===== src/rtl/qsdds_pkg.sv =====
package qsdds_pkg;

  // pi in Q30
  localparam longint PI_Q30 = 64'sd3373259426;

  // Sine at the centre of folded phase code x, in quarter-LSB units
  function automatic int qs_sine_q2(int x, int fold_w, int amp_w);
    longint th;
    longint term;
    longint sum;
    longint pk;
    th   = (longint'(2 * x + 1) * PI_Q30) >>> (fold_w + 2);
    sum  = th;
    term = th;
    for (int k = 1; k <= 7; k++) begin
      term = -((((term * th) >>> 30) * th) >>> 30) / longint'((2 * k) * (2 * k + 1));
      sum  = sum + term;
    end
    pk = longint'(4 * ((1 << (amp_w - 1)) - 1));
    return int'(((sum * pk) + (64'sd1 <<< 29)) >>> 30);
  endfunction

  // Straight phase ramp in quarter-LSB units
  function automatic int qs_ramp_q2(int x, int fold_w, int amp_w);
    return (x << (amp_w + 1)) >> fold_w;
  endfunction

  // Sine minus ramp
  function automatic int qs_resid(int x, int fold_w, int amp_w);
    return qs_sine_q2(x, fold_w, amp_w) - qs_ramp_q2(x, fold_w, amp_w);
  endfunction

  function automatic int qs_seg_off(int s, int fold_w, int amp_w, int seg_b);
    return qs_resid(s << (fold_w - seg_b), fold_w, amp_w);
  endfunction

  function automatic int qs_seg_slope(int s, int fold_w, int amp_w, int seg_b);
    int x0;
    int x1;
    x0 = s << (fold_w - seg_b);
    x1 = x0 + (1 << (fold_w - seg_b)) - 1;
    return qs_resid(x1, fold_w, amp_w) - qs_resid(x0, fold_w, amp_w);
  endfunction

  // Line-piece estimate, same arithmetic as the hardware (floor shift)
  function automatic int qs_line(int x, int fold_w, int amp_w, int seg_b);
    int lw;
    int s;
    int xl;
    lw = fold_w - seg_b;
    s  = x >> lw;
    xl = x & ((1 << lw) - 1);
    return qs_seg_off(s, fold_w, amp_w, seg_b) +
           ((qs_seg_slope(s, fold_w, amp_w, seg_b) * xl) >>> lw);
  endfunction

  // Coarse correction: line error at the centre of block j
  function automatic int qs_coarse(int j, int fold_w, int amp_w, int seg_b, int crs_b);
    int bw;
    int ctr;
    bw  = fold_w - crs_b;
    ctr = (j << bw) + (1 << (bw - 1));
    return qs_resid(ctr, fold_w, amp_w) - qs_line(ctr, fold_w, amp_w, seg_b);
  endfunction

  // Fine correction: mean leftover error at in-block offset k over one sub-range
  function automatic int qs_err(int idx, int fold_w, int amp_w, int seg_b, int crs_b,
                                int sub_b);
    int bw;
    int sub;
    int k;
    int nsh;
    int sum;
    int j;
    int x;
    bw  = fold_w - crs_b;
    sub = idx >> bw;
    k   = idx & ((1 << bw) - 1);
    nsh = crs_b - sub_b;
    sum = 0;
    for (int b = 0; b < (1 << nsh); b++) begin
      j   = (sub << nsh) + b;
      x   = (j << bw) + k;
      sum = sum + qs_resid(x, fold_w, amp_w) - qs_line(x, fold_w, amp_w, seg_b)
                - qs_coarse(j, fold_w, amp_w, seg_b, crs_b);
    end
    return (sum + ((1 << nsh) >> 1)) >>> nsh;
  endfunction

endpackage


===== src/rtl/qsdds_accum.sv =====
module qsdds_accum #(
  parameter int ACC_W = 32
) (
  input  logic             clk,
  input  logic             rst_n,
  input  logic             en,
  input  logic [ACC_W-1:0] tune,
  output logic [ACC_W-1:0] phase
);
  always_ff @(posedge clk or negedge rst_n) begin
    if (!rst_n)  phase <= '0;
    else if (en) phase <= phase + tune;
  end
endmodule


===== src/rtl/qsdds_fold.sv =====
module qsdds_fold #(
  parameter int PH_W = 12,
  localparam int FOLD_W = PH_W - 2
) (
  input  logic              clk,
  input  logic              rst_n,
  input  logic              en,
  input  logic [PH_W-1:0]   ph,
  output logic [FOLD_W-1:0] x,
  output logic              neg
);
  logic [FOLD_W-1:0] x_d;

  // second phase bit mirrors inside the quadrant
  assign x_d = ph[PH_W-2] ? ~ph[FOLD_W-1:0] : ph[FOLD_W-1:0];

  always_ff @(posedge clk or negedge rst_n) begin
    if (!rst_n) begin
      x   <= '0;
      neg <= 1'b0;
    end else if (en) begin
      x   <= x_d;
      neg <= ph[PH_W-1];
    end
  end
endmodule


===== src/rtl/qsdds_resid.sv =====
module qsdds_resid #(
  parameter int FOLD_W   = 10,
  parameter int AMP_W    = 10,
  parameter int SEG_BITS = 2,
  parameter int CRS_BITS = 6,
  parameter int SUB_BITS = 3,
  localparam int RES_W   = AMP_W + 3,
  localparam int SUM_W   = AMP_W + 4
) (
  input  logic                    clk,
  input  logic                    rst_n,
  input  logic                    en,
  input  logic [FOLD_W-1:0]       x_in,
  input  logic                    neg_in,
  output logic [FOLD_W-1:0]       x_out,
  output logic                    neg_out,
  output logic signed [SUM_W-1:0] resid
);
  localparam int LOW_W = FOLD_W - SEG_BITS;
  localparam int BLK_W = FOLD_W - CRS_BITS;
  localparam int SEGS  = 1 << SEG_BITS;
  localparam int CRS_N = 1 << CRS_BITS;
  localparam int ERR_N = 1 << (SUB_BITS + BLK_W);
  localparam int PW    = RES_W + LOW_W + 1;

  logic signed [RES_W-1:0] off_rom   [SEGS];
  logic signed [RES_W-1:0] slope_rom [SEGS];
  logic signed [RES_W-1:0] crs_rom   [CRS_N];
  logic signed [RES_W-1:0] err_rom   [ERR_N];

  for (genvar i = 0; i < SEGS; i++) begin : g_seg
    localparam int OFFV = qsdds_pkg::qs_seg_off(i, FOLD_W, AMP_W, SEG_BITS);
    localparam int SLPV = qsdds_pkg::qs_seg_slope(i, FOLD_W, AMP_W, SEG_BITS);
    assign off_rom[i]   = RES_W'(OFFV);
    assign slope_rom[i] = RES_W'(SLPV);
  end

  for (genvar j = 0; j < CRS_N; j++) begin : g_crs
    localparam int CV = qsdds_pkg::qs_coarse(j, FOLD_W, AMP_W, SEG_BITS, CRS_BITS);
    assign crs_rom[j] = RES_W'(CV);
  end

  for (genvar e = 0; e < ERR_N; e++) begin : g_err
    localparam int EV = qsdds_pkg::qs_err(e, FOLD_W, AMP_W, SEG_BITS, CRS_BITS, SUB_BITS);
    assign err_rom[e] = RES_W'(EV);
  end

  logic [SEG_BITS-1:0]          seg;
  logic [LOW_W-1:0]             xl;
  logic [CRS_BITS-1:0]          cidx;
  logic [SUB_BITS+BLK_W-1:0]    eidx;
  logic signed [PW-1:0]         slope_x;
  logic signed [PW-1:0]         xl_x;
  logic signed [PW-1:0]         prod;
  logic signed [PW-1:0]         prod_sh;
  logic signed [SUM_W-1:0]      line_v;
  logic signed [SUM_W-1:0]      sum_v;

  assign seg  = x_in[FOLD_W-1 -: SEG_BITS];
  assign xl   = x_in[LOW_W-1:0];
  assign cidx = x_in[FOLD_W-1 -: CRS_BITS];
  assign eidx = {x_in[FOLD_W-1 -: SUB_BITS], x_in[BLK_W-1:0]};

  always_comb begin
    slope_x = PW'(slope_rom[seg]);
    xl_x    = PW'({1'b0, xl});
    prod    = slope_x * xl_x;
    prod_sh = prod >>> LOW_W;
    line_v  = SUM_W'(off_rom[seg]) + SUM_W'(prod_sh);
    sum_v   = line_v + SUM_W'(crs_rom[cidx]) + SUM_W'(err_rom[eidx]);
  end

  always_ff @(posedge clk or negedge rst_n) begin
    if (!rst_n) begin
      x_out   <= '0;
      neg_out <= 1'b0;
      resid   <= '0;
    end else if (en) begin
      x_out   <= x_in;
      neg_out <= neg_in;
      resid   <= sum_v;
    end
  end
endmodule


===== src/rtl/qsdds_shape.sv =====
module qsdds_shape #(
  parameter int FOLD_W = 10,
  parameter int AMP_W  = 10,
  localparam int SUM_W = AMP_W + 4
) (
  input  logic                    clk,
  input  logic                    rst_n,
  input  logic                    en,
  input  logic [FOLD_W-1:0]       x,
  input  logic                    neg,
  input  logic signed [SUM_W-1:0] resid,
  output logic signed [AMP_W-1:0] sample
);
  localparam int RAMP_W = FOLD_W + AMP_W + 1;
  localparam int AMAX   = (1 << (AMP_W - 1)) - 1;

  logic [RAMP_W-1:0]        ramp_w;
  logic signed [SUM_W-1:0]  ramp_q2;
  logic signed [SUM_W-1:0]  total;
  logic signed [SUM_W-1:0]  rnd;
  logic signed [AMP_W-1:0]  amp;
  logic signed [AMP_W-1:0]  signed_amp;

  always_comb begin
    ramp_w  = {x, {(AMP_W + 1){1'b0}}} >> FOLD_W;
    ramp_q2 = $signed(SUM_W'(ramp_w));
    total   = ramp_q2 + resid;
    rnd     = (total + SUM_W'(2)) >>> 2;
    if (rnd > SUM_W'(AMAX))   amp = AMP_W'(AMAX);
    else if (rnd < 0)         amp = '0;
    else                      amp = AMP_W'(rnd);
    signed_amp = neg ? -amp : amp;
  end

  always_ff @(posedge clk or negedge rst_n) begin
    if (!rst_n)  sample <= '0;
    else if (en) sample <= signed_amp;
  end
endmodule


===== src/rtl/qsine_dds.sv =====
module qsine_dds #(
  parameter int ACC_W    = 32,
  parameter int PH_W     = 12,
  parameter int AMP_W    = 10,
  parameter int SEG_BITS = 2,
  parameter int CRS_BITS = 6,
  parameter int SUB_BITS = 3
) (
  input  logic                    clk,
  input  logic                    rst_n,
  input  logic [ACC_W-1:0]        tune_word,
  input  logic                    out_ready,
  output logic                    out_valid,
  output logic signed [AMP_W-1:0] out_data
);
  localparam int FOLD_W = PH_W - 2;
  localparam int SUM_W  = AMP_W + 4;
  localparam int STAGES = 3;

  logic [ACC_W-1:0]        phase_acc;
  logic [STAGES-1:0]       vld;
  logic                    adv;
  logic [FOLD_W-1:0]       s1_x;
  logic                    s1_neg;
  logic [FOLD_W-1:0]       s2_x;
  logic                    s2_neg;
  logic signed [SUM_W-1:0] s2_resid;

  // whole pipeline moves together; it only waits on a full, unaccepted port
  assign adv       = out_ready | ~vld[STAGES-1];
  assign out_valid = vld[STAGES-1];

  always_ff @(posedge clk or negedge rst_n) begin
    if (!rst_n)   vld <= '0;
    else if (adv) vld <= {vld[STAGES-2:0], 1'b1};
  end

  qsdds_accum #(.ACC_W(ACC_W)) u_accum (
    .clk(clk), .rst_n(rst_n), .en(adv), .tune(tune_word), .phase(phase_acc)
  );

  qsdds_fold #(.PH_W(PH_W)) u_fold (
    .clk(clk), .rst_n(rst_n), .en(adv),
    .ph(phase_acc[ACC_W-1 -: PH_W]), .x(s1_x), .neg(s1_neg)
  );

  qsdds_resid #(
    .FOLD_W(FOLD_W), .AMP_W(AMP_W), .SEG_BITS(SEG_BITS),
    .CRS_BITS(CRS_BITS), .SUB_BITS(SUB_BITS)
  ) u_resid (
    .clk(clk), .rst_n(rst_n), .en(adv), .x_in(s1_x), .neg_in(s1_neg),
    .x_out(s2_x), .neg_out(s2_neg), .resid(s2_resid)
  );

  qsdds_shape #(.FOLD_W(FOLD_W), .AMP_W(AMP_W)) u_shape (
    .clk(clk), .rst_n(rst_n), .en(adv), .x(s2_x), .neg(s2_neg),
    .resid(s2_resid), .sample(out_data)
  );
endmodule


===== config.mk =====
export PLATFORM = sky130hd
export DESIGN_NAME = qsine_dds
export DESIGN_NICKNAME = d
export VERILOG_FILES = /design/src/rtl/qsdds_pkg.sv /design/src/rtl/qsdds_accum.sv /design/src/rtl/qsdds_fold.sv /design/src/rtl/qsdds_resid.sv /design/src/rtl/qsdds_shape.sv /design/src/rtl/qsine_dds.sv
export SDC_FILE = /design/constraint.sdc
export NUM_CORES = 1
export LEC_CHECK = 0
export BUFFER_PORTS_ARGS = -buffer_cell sky130_fd_sc_hd__buf_2
export CORE_UTILIZATION = 60
export CTS_CLUSTER_DIAMETER = 80
export DETAILED_ROUTE_END_ITERATION = 6
export PLACE_DENSITY = 0.79
export SYNTH_ARGS = -nofsm -noshare
export SYNTH_HDL_FRONTEND = slang
export SYNTH_SLANG_ARGS = --single-unit

===== constraint.sdc =====
create_clock -name clk -period 11.6 [get_ports clk]
set_input_delay 1.16 -clock clk [delete_from_list [all_inputs] [get_ports clk]]
set_output_delay 1.16 -clock clk [all_outputs]
set_load 0.005 [all_outputs]

* Word level (Yosys, flattened, before mapping)
Memory sizes are Yosys's and may differ from the RTL's.
Cells that the tools add are included.
** Operators by class
- Bitwise operators :: 6
- Muxes and demuxes :: 14
- Order comparisons :: 5
- $mul :: 1
- $add $sub $neg :: 7
** Operators by type and width (number)
- two-way mux 13 bit :: 8
- binary-select mux 13 bit (select 2 bit) :: 2
- two-way mux 10 bit :: 4
- adder 32 bit :: 1
- adder 14 x 13 -> 14 bit :: 2
- multiplier 13 x 9 -> 22 bit :: 1
- adder 12 x 14 -> 14 bit :: 1
- adder 13 x 14 -> 14 bit :: 1
- adder 14 x 3 -> 14 bit (second input constant) :: 1
- greater-than comparator 12 x 10 -> 1 bit (second input constant) :: 1
- less-than comparator 12 x 1 -> 1 bit (second input constant) :: 1
- negation 10 bit :: 1
- inverter 10 bit :: 1
- >= comparator 8 bit (second input constant) :: 1
- inverter 7 -> 8 bit :: 1
- >= comparator 7 bit (second input constant) :: 1
- inverter 6 -> 7 bit :: 1
- >= comparator 3 bit (second input constant) :: 1
- inverter 2 -> 3 bit :: 1
- inverter 1 bit :: 1
- OR 1 bit :: 1
** Word-level totals
- Memories :: 2
- Logic and storage cells :: 43
- Memory bits (read-only) :: 2496
- Bits in registers :: 81
** Memories
- (name not given) :: depth 128, width 13, rd ports 1, clocked after Yosys merged registers in 0, wr ports 0, line qsdds_resid.sv:70 : sum_v = line_v + SUM_W'(crs_rom[cidx]) + SUM_W'(err_rom[eidx]);
- (name not given) :: depth 64, width 13, rd ports 1, clocked after Yosys merged registers in 0, wr ports 0, line qsdds_resid.sv:70

* Depth between registers and ports, before layout
- Word-level depth :: 8
- Depth in mapped cells :: 33
- Gate-level depth less buffers :: 31

* Hierarchy
From an unflattened synthesis, not the netlist that was laid out.
** Unflattened totals
- Cells, all modules :: 1190
- Area, all modules :: 10618.9 µm²
** Modules (own cells, without submodules)
- qsdds_resid :: area each 5818.1 µm², times used 1, cells an instance 669, seq. area each 625.6 µm²
- qsdds_accum :: area each 2820.2 µm², times used 1, cells an instance 305, seq. area each 800.8 µm²
- qsdds_shape :: area each 1380.1 µm², times used 1, cells an instance 164, seq. area each 250.2 µm²
- qsdds_fold :: area each 483.0 µm², times used 1, cells an instance 45, seq. area each 275.3 µm²
- qsine_dds :: area each 117.6 µm², times used 1, cells an instance 7, seq. area each 75.1 µm²

* Worst setup path before layout
No wires, ideal clock.
- Path type :: register to register
- Start point :: register u_fold.x[9]
- End point :: register u_resid.resid[13]
- Path buffers :: 2
- Path slack :: 3518 ps
- Data required time :: 11531 ps
- Clock period less this slack :: 8082 ps
- Stages on the path, launching flop included :: 31
- Arrival time :: 8013 ps
- Cells stage by stage :: dfrtp_1 clkbuf_1 clkinv_1 ha_1 clkbuf_1 nor2_1 nor2_1 fa_1 inv_1 fa_1 inv_1 fa_1 inv_1 fa_1 inv_1 ha_1 or4_2 o21ai_0 a21oi_2 a311oi_1 o311ai_0 a21oi_1 xnor2_1 ha_1 ha_1 ha_1 or3_1 a211o_1 a211o_1 mux2_2 nand3_1
** Between the ends
- Cells in the longest elaborated chain, start to end :: 8
** Ends and longest elaborated chain
- start: declaration :: line qsdds_fold.sv:9 : output logic [FOLD_W-1:0] x,
- start signal: assignment :: line qsdds_fold.sv:19 : x <= '0;
- start signal: assignment :: line qsdds_fold.sv:22 : x <= x_d;
- inverter 2 -> 3 bit (implied by the code) :: line qsdds_resid.sv:65, qsdds_resid.sv:69
- binary-select mux 13 bit (select 2 bit) :: line qsdds_resid.sv:65 : slope_x = PW'(slope_rom[seg]);
- two-way mux 13 bit (implied by the code) (2 in series) :: line qsdds_resid.sv:65
- multiplier 13 x 9 -> 22 bit :: line qsdds_resid.sv:67 : prod = slope_x * xl_x;
- adder 13 x 14 -> 14 bit :: line qsdds_resid.sv:69 : line_v = SUM_W'(off_rom[seg]) + SUM_W'(prod_sh);
- adder 14 x 13 -> 14 bit :: line qsdds_resid.sv:70
- adder 14 x 13 -> 14 bit * :: line qsdds_resid.sv:70
- end signal: assignment :: line qsdds_resid.sv:81 : resid <= sum_v;
- end: declaration :: line qsdds_resid.sv:17 : output logic signed [SUM_W-1:0] resid
Mark *: on every way between the ends. The rest lies on a longest branch, timed or not. The select of a mux whose other input is x is not followed.
A chain may end at the register's enable or synchronous reset.

* Worst setup path after layout
- Start point :: register u_fold.x[8]
- End point :: register u_resid.resid[13]
The elaborated chain is that of the path after synthesis.

==> summary.txt <==
status = finished clean
via count = 8705
top-level I/O count = 46
DR vias/cell = 5.94
Final Hold Viols = 0
Worst-path clk slew = 0.06 ns
gr usage total = 27.4%
CP Data Required Time = 11.81 ns
Final Cycle Share = 79.7%
Simple-Gate Fraction of Synth Area = 15.5%
Syn Nets = 1482
final setup fails = 0
Cell variety after synth = 81
die width = 134 µm
Ys Warns = 0
CTS Buf Count = 9
Synth Area in Adders = 31.0%
FP Rows = 47
Setup Crit Path Kind = reg2reg
slew at the pin closest to its max-slew limit = 1.05 ns
NumNets Final = 1491
Clock Skew = 0.00718 ns
DRC violations left = 0
RSZ-0062 raised after global routing = false
Clock Sinks = 80
mux share of post-synthesis cell area = 1.05%
CTS tree = done
Tmin final = 9.24 ns
share of layout cells above drive strength 1 = 7.70%
total grt overflow = 0
vias in the first global route = 8375
hpwl dp = 17700 µm
Clock Tree Root = clkbuf_16
Max Freq = 0.108 GHz
share of the yosys chip area belonging to registers = 19.2%
ANT nets after route = 0
cts repair resizes = 0
die height = 134 µm
Clk Latency, worst-skew pair = 0.34 ns
IO Port Bufs = 45
WL/cell = 16.0 µm
number of antenna diodes = 0
# H-tree levels = 3
arrival time worst endpoint = 9.45 ns
crit path max fanout = 35
TritonRoute pass-1 iters = 5
EDFF count, synth = 0
asr flop ratio synth = 100%
Synth Area per Inst = 8.47 µm²
Setup Fix Bufs, Post-CTS = 0
synthesized area = 0.0104 mm²
largest net degree at the start of global routing = 94
drt total wl = 23500 µm
synthesized instance count = 1233
Final Max Slew Viols = 0
Slowest-stage cell, CP = dfrtp_1
crit end category = flip-flop
CTS max path bufs = 2
post-synthesis register bit count = 80
Reg2Reg Setup Slack = 2.36 ns
main flop type after synthesis = dfrtp_1
Compound-Gate Fraction of Synth Area = 21.7%
Post-CTS Hold Buffers = 0
setup_tns = 0 ns
Core Area = 0.0168 mm²
Starting Density = 62.1%
XOR/XNOR Fraction of Synth Area = 5.20%
largest family of logic cells by synthesized area = adder cells
First DRT Iteration DRCs = 564
global-route wire length before repair = 40000 µm
Worst Hold Class = reg2reg
critical path's largest stage delay = 1.01 ns
Die Area = 0.0179 mm²
MaxCap Viol Count = 0
startpoint types = flip-flop
final RePlAce weighted congestion = 0.935
initial antenna violation count = 0
Slew Limit Headroom = 30.3%
area delta synth->final = 6.29%
[placed cells by master (no fill, tap or decap), types with 17 or more instances in the layout]
cell type / synthesis / layout
ha_1: 139 / 139
nand2_1: 118 / 118
inv_1: 117 / 117
nor2_1: 112 / 112
a21oi_1: 100 / 100
dfrtp_1: 80 / 80
o21ai_0: 79 / 79
fa_1: 75 / 75
buf_2: 1 / 44
xor2_1: 42 / 42
a211oi_1: 22 / 22
nor3_1: 20 / 20
xnor2_1: 20 / 20
a21o_1: 18 / 18
o21a_1: 17 / 17
[registers in the layout (all words and copies together) (netlist names)]
signal,flops
u_accum.phase,32
u_resid.resid,13
u_fold.x,10
u_resid.x_out,10
u_shape.sample,10
vld,3
u_fold.neg,1
u_resid.neg_out,1
[synthesized netlist by cell type (9+ instances only)]
cell type	number	area, µm²
o21a_1	17	128
a21o_1	18	135
nand3_1	14	70.1
nand2b_1	17	106
xnor2_1	20	175
nand2_1	118	443
or3_1	9	56.3
ha_1	139	1740
o211ai_1	10	75.1
and3_1	9	56.3
a21oi_1	100	500
nor2_1	112	420
o21ai_0	79	395
and2_1	10	62.6
xor2_1	42	368
nor3_1	20	100
a211oi_1	22	165
fa_1	75	1500
inv_1	117	439
nor2b_1	13	81.3
clkbuf_1	36	135
a31oi_1	15	93.8
a211o_1	9	78.8
dfrtp_1	80	2000
buf_1	12	45.0
[worst paths after layout]
kind	startpoint	end	cells past startpoint
hold reg to reg	u_resid.resid[1]$_DFFE_PN0P_	u_resid.resid[1]$_DFFE_PN0P_	2
min in group asynchronous	rst_n	u_accum.phase[26]$_DFFE_PN0P_	1
setup reg to reg	u_fold.x[8]$_DFFE_PN0P_	u_resid.resid[13]$_DFFE_PN0P_	28
max in group asynchronous	rst_n	u_resid.resid[8]$_DFFE_PN0P_	1
hold / removal	u_resid.resid[1]$_DFFE_PN0P_	u_resid.resid[1]$_DFFE_PN0P_	2
setup / recovery	u_fold.x[8]$_DFFE_PN0P_	u_resid.resid[13]$_DFFE_PN0P_	28
[layout make-up]
cell class,count,area (µm²)
multi-input cells,980,7790
fillers,1425,5710
clock inverters,3,65.1
well taps,220,275
flip-flops and latches,80,2000
repair buffers,50,265
clock buffers,12,256
inverters,121,454
[kinds of logic after synthesis]
logic type | Yosys count
AOI/OAI and AO/OA | 345
muxes | 7
adders and majority gates | 214
DFF | 80
xor gates and xnor gates | 62
and+or+nand+nor | 352
buffers and inverters | 173
[routing by layer]
| metal | GRT usage [%] | part of all wire [%] | wire [µm] |
|---|---|---|---|
| met4 | 7.95 | 1.9 | 448 |
| met2 | 45.6 | 47 | 11100 |
| met1 | 37.8 | 46 | 10800 |
| met5 | 0 | 0 | 0 |
| met3 | 2.95 | 4.8 | 1130 |
[worst max-delay path: cells and delay by family (launching register included)]
family          cells  cell delay [ns]
xor+xnor            1             0.15
flops               1             1.01
buf+inv             5             0.64
compound gates      7             1.78
fa+ha+maj           9             3.53
simple gates        6             1.99
[metrics by stage]
stage	utilization (%)	worst slack (ns)	area (µm²)	std cells	hold slack, ns
global placement	64.1	2.73	10800	1451	0.442
detailed placement	64.1	2.49	10800	1451	0.449
global route	66.0	1.65	11100	1466	0.482
finish	66.0	2.36	11100	1466	0.462
floorplan	-	3.52	10400	1233	0.430
CTS	66.0	2.45	11100	1466	0.461
Power is left out: the tool's default activity adds up to more than one toggle a clock period on the data nets, which glitch-free logic cannot reach.
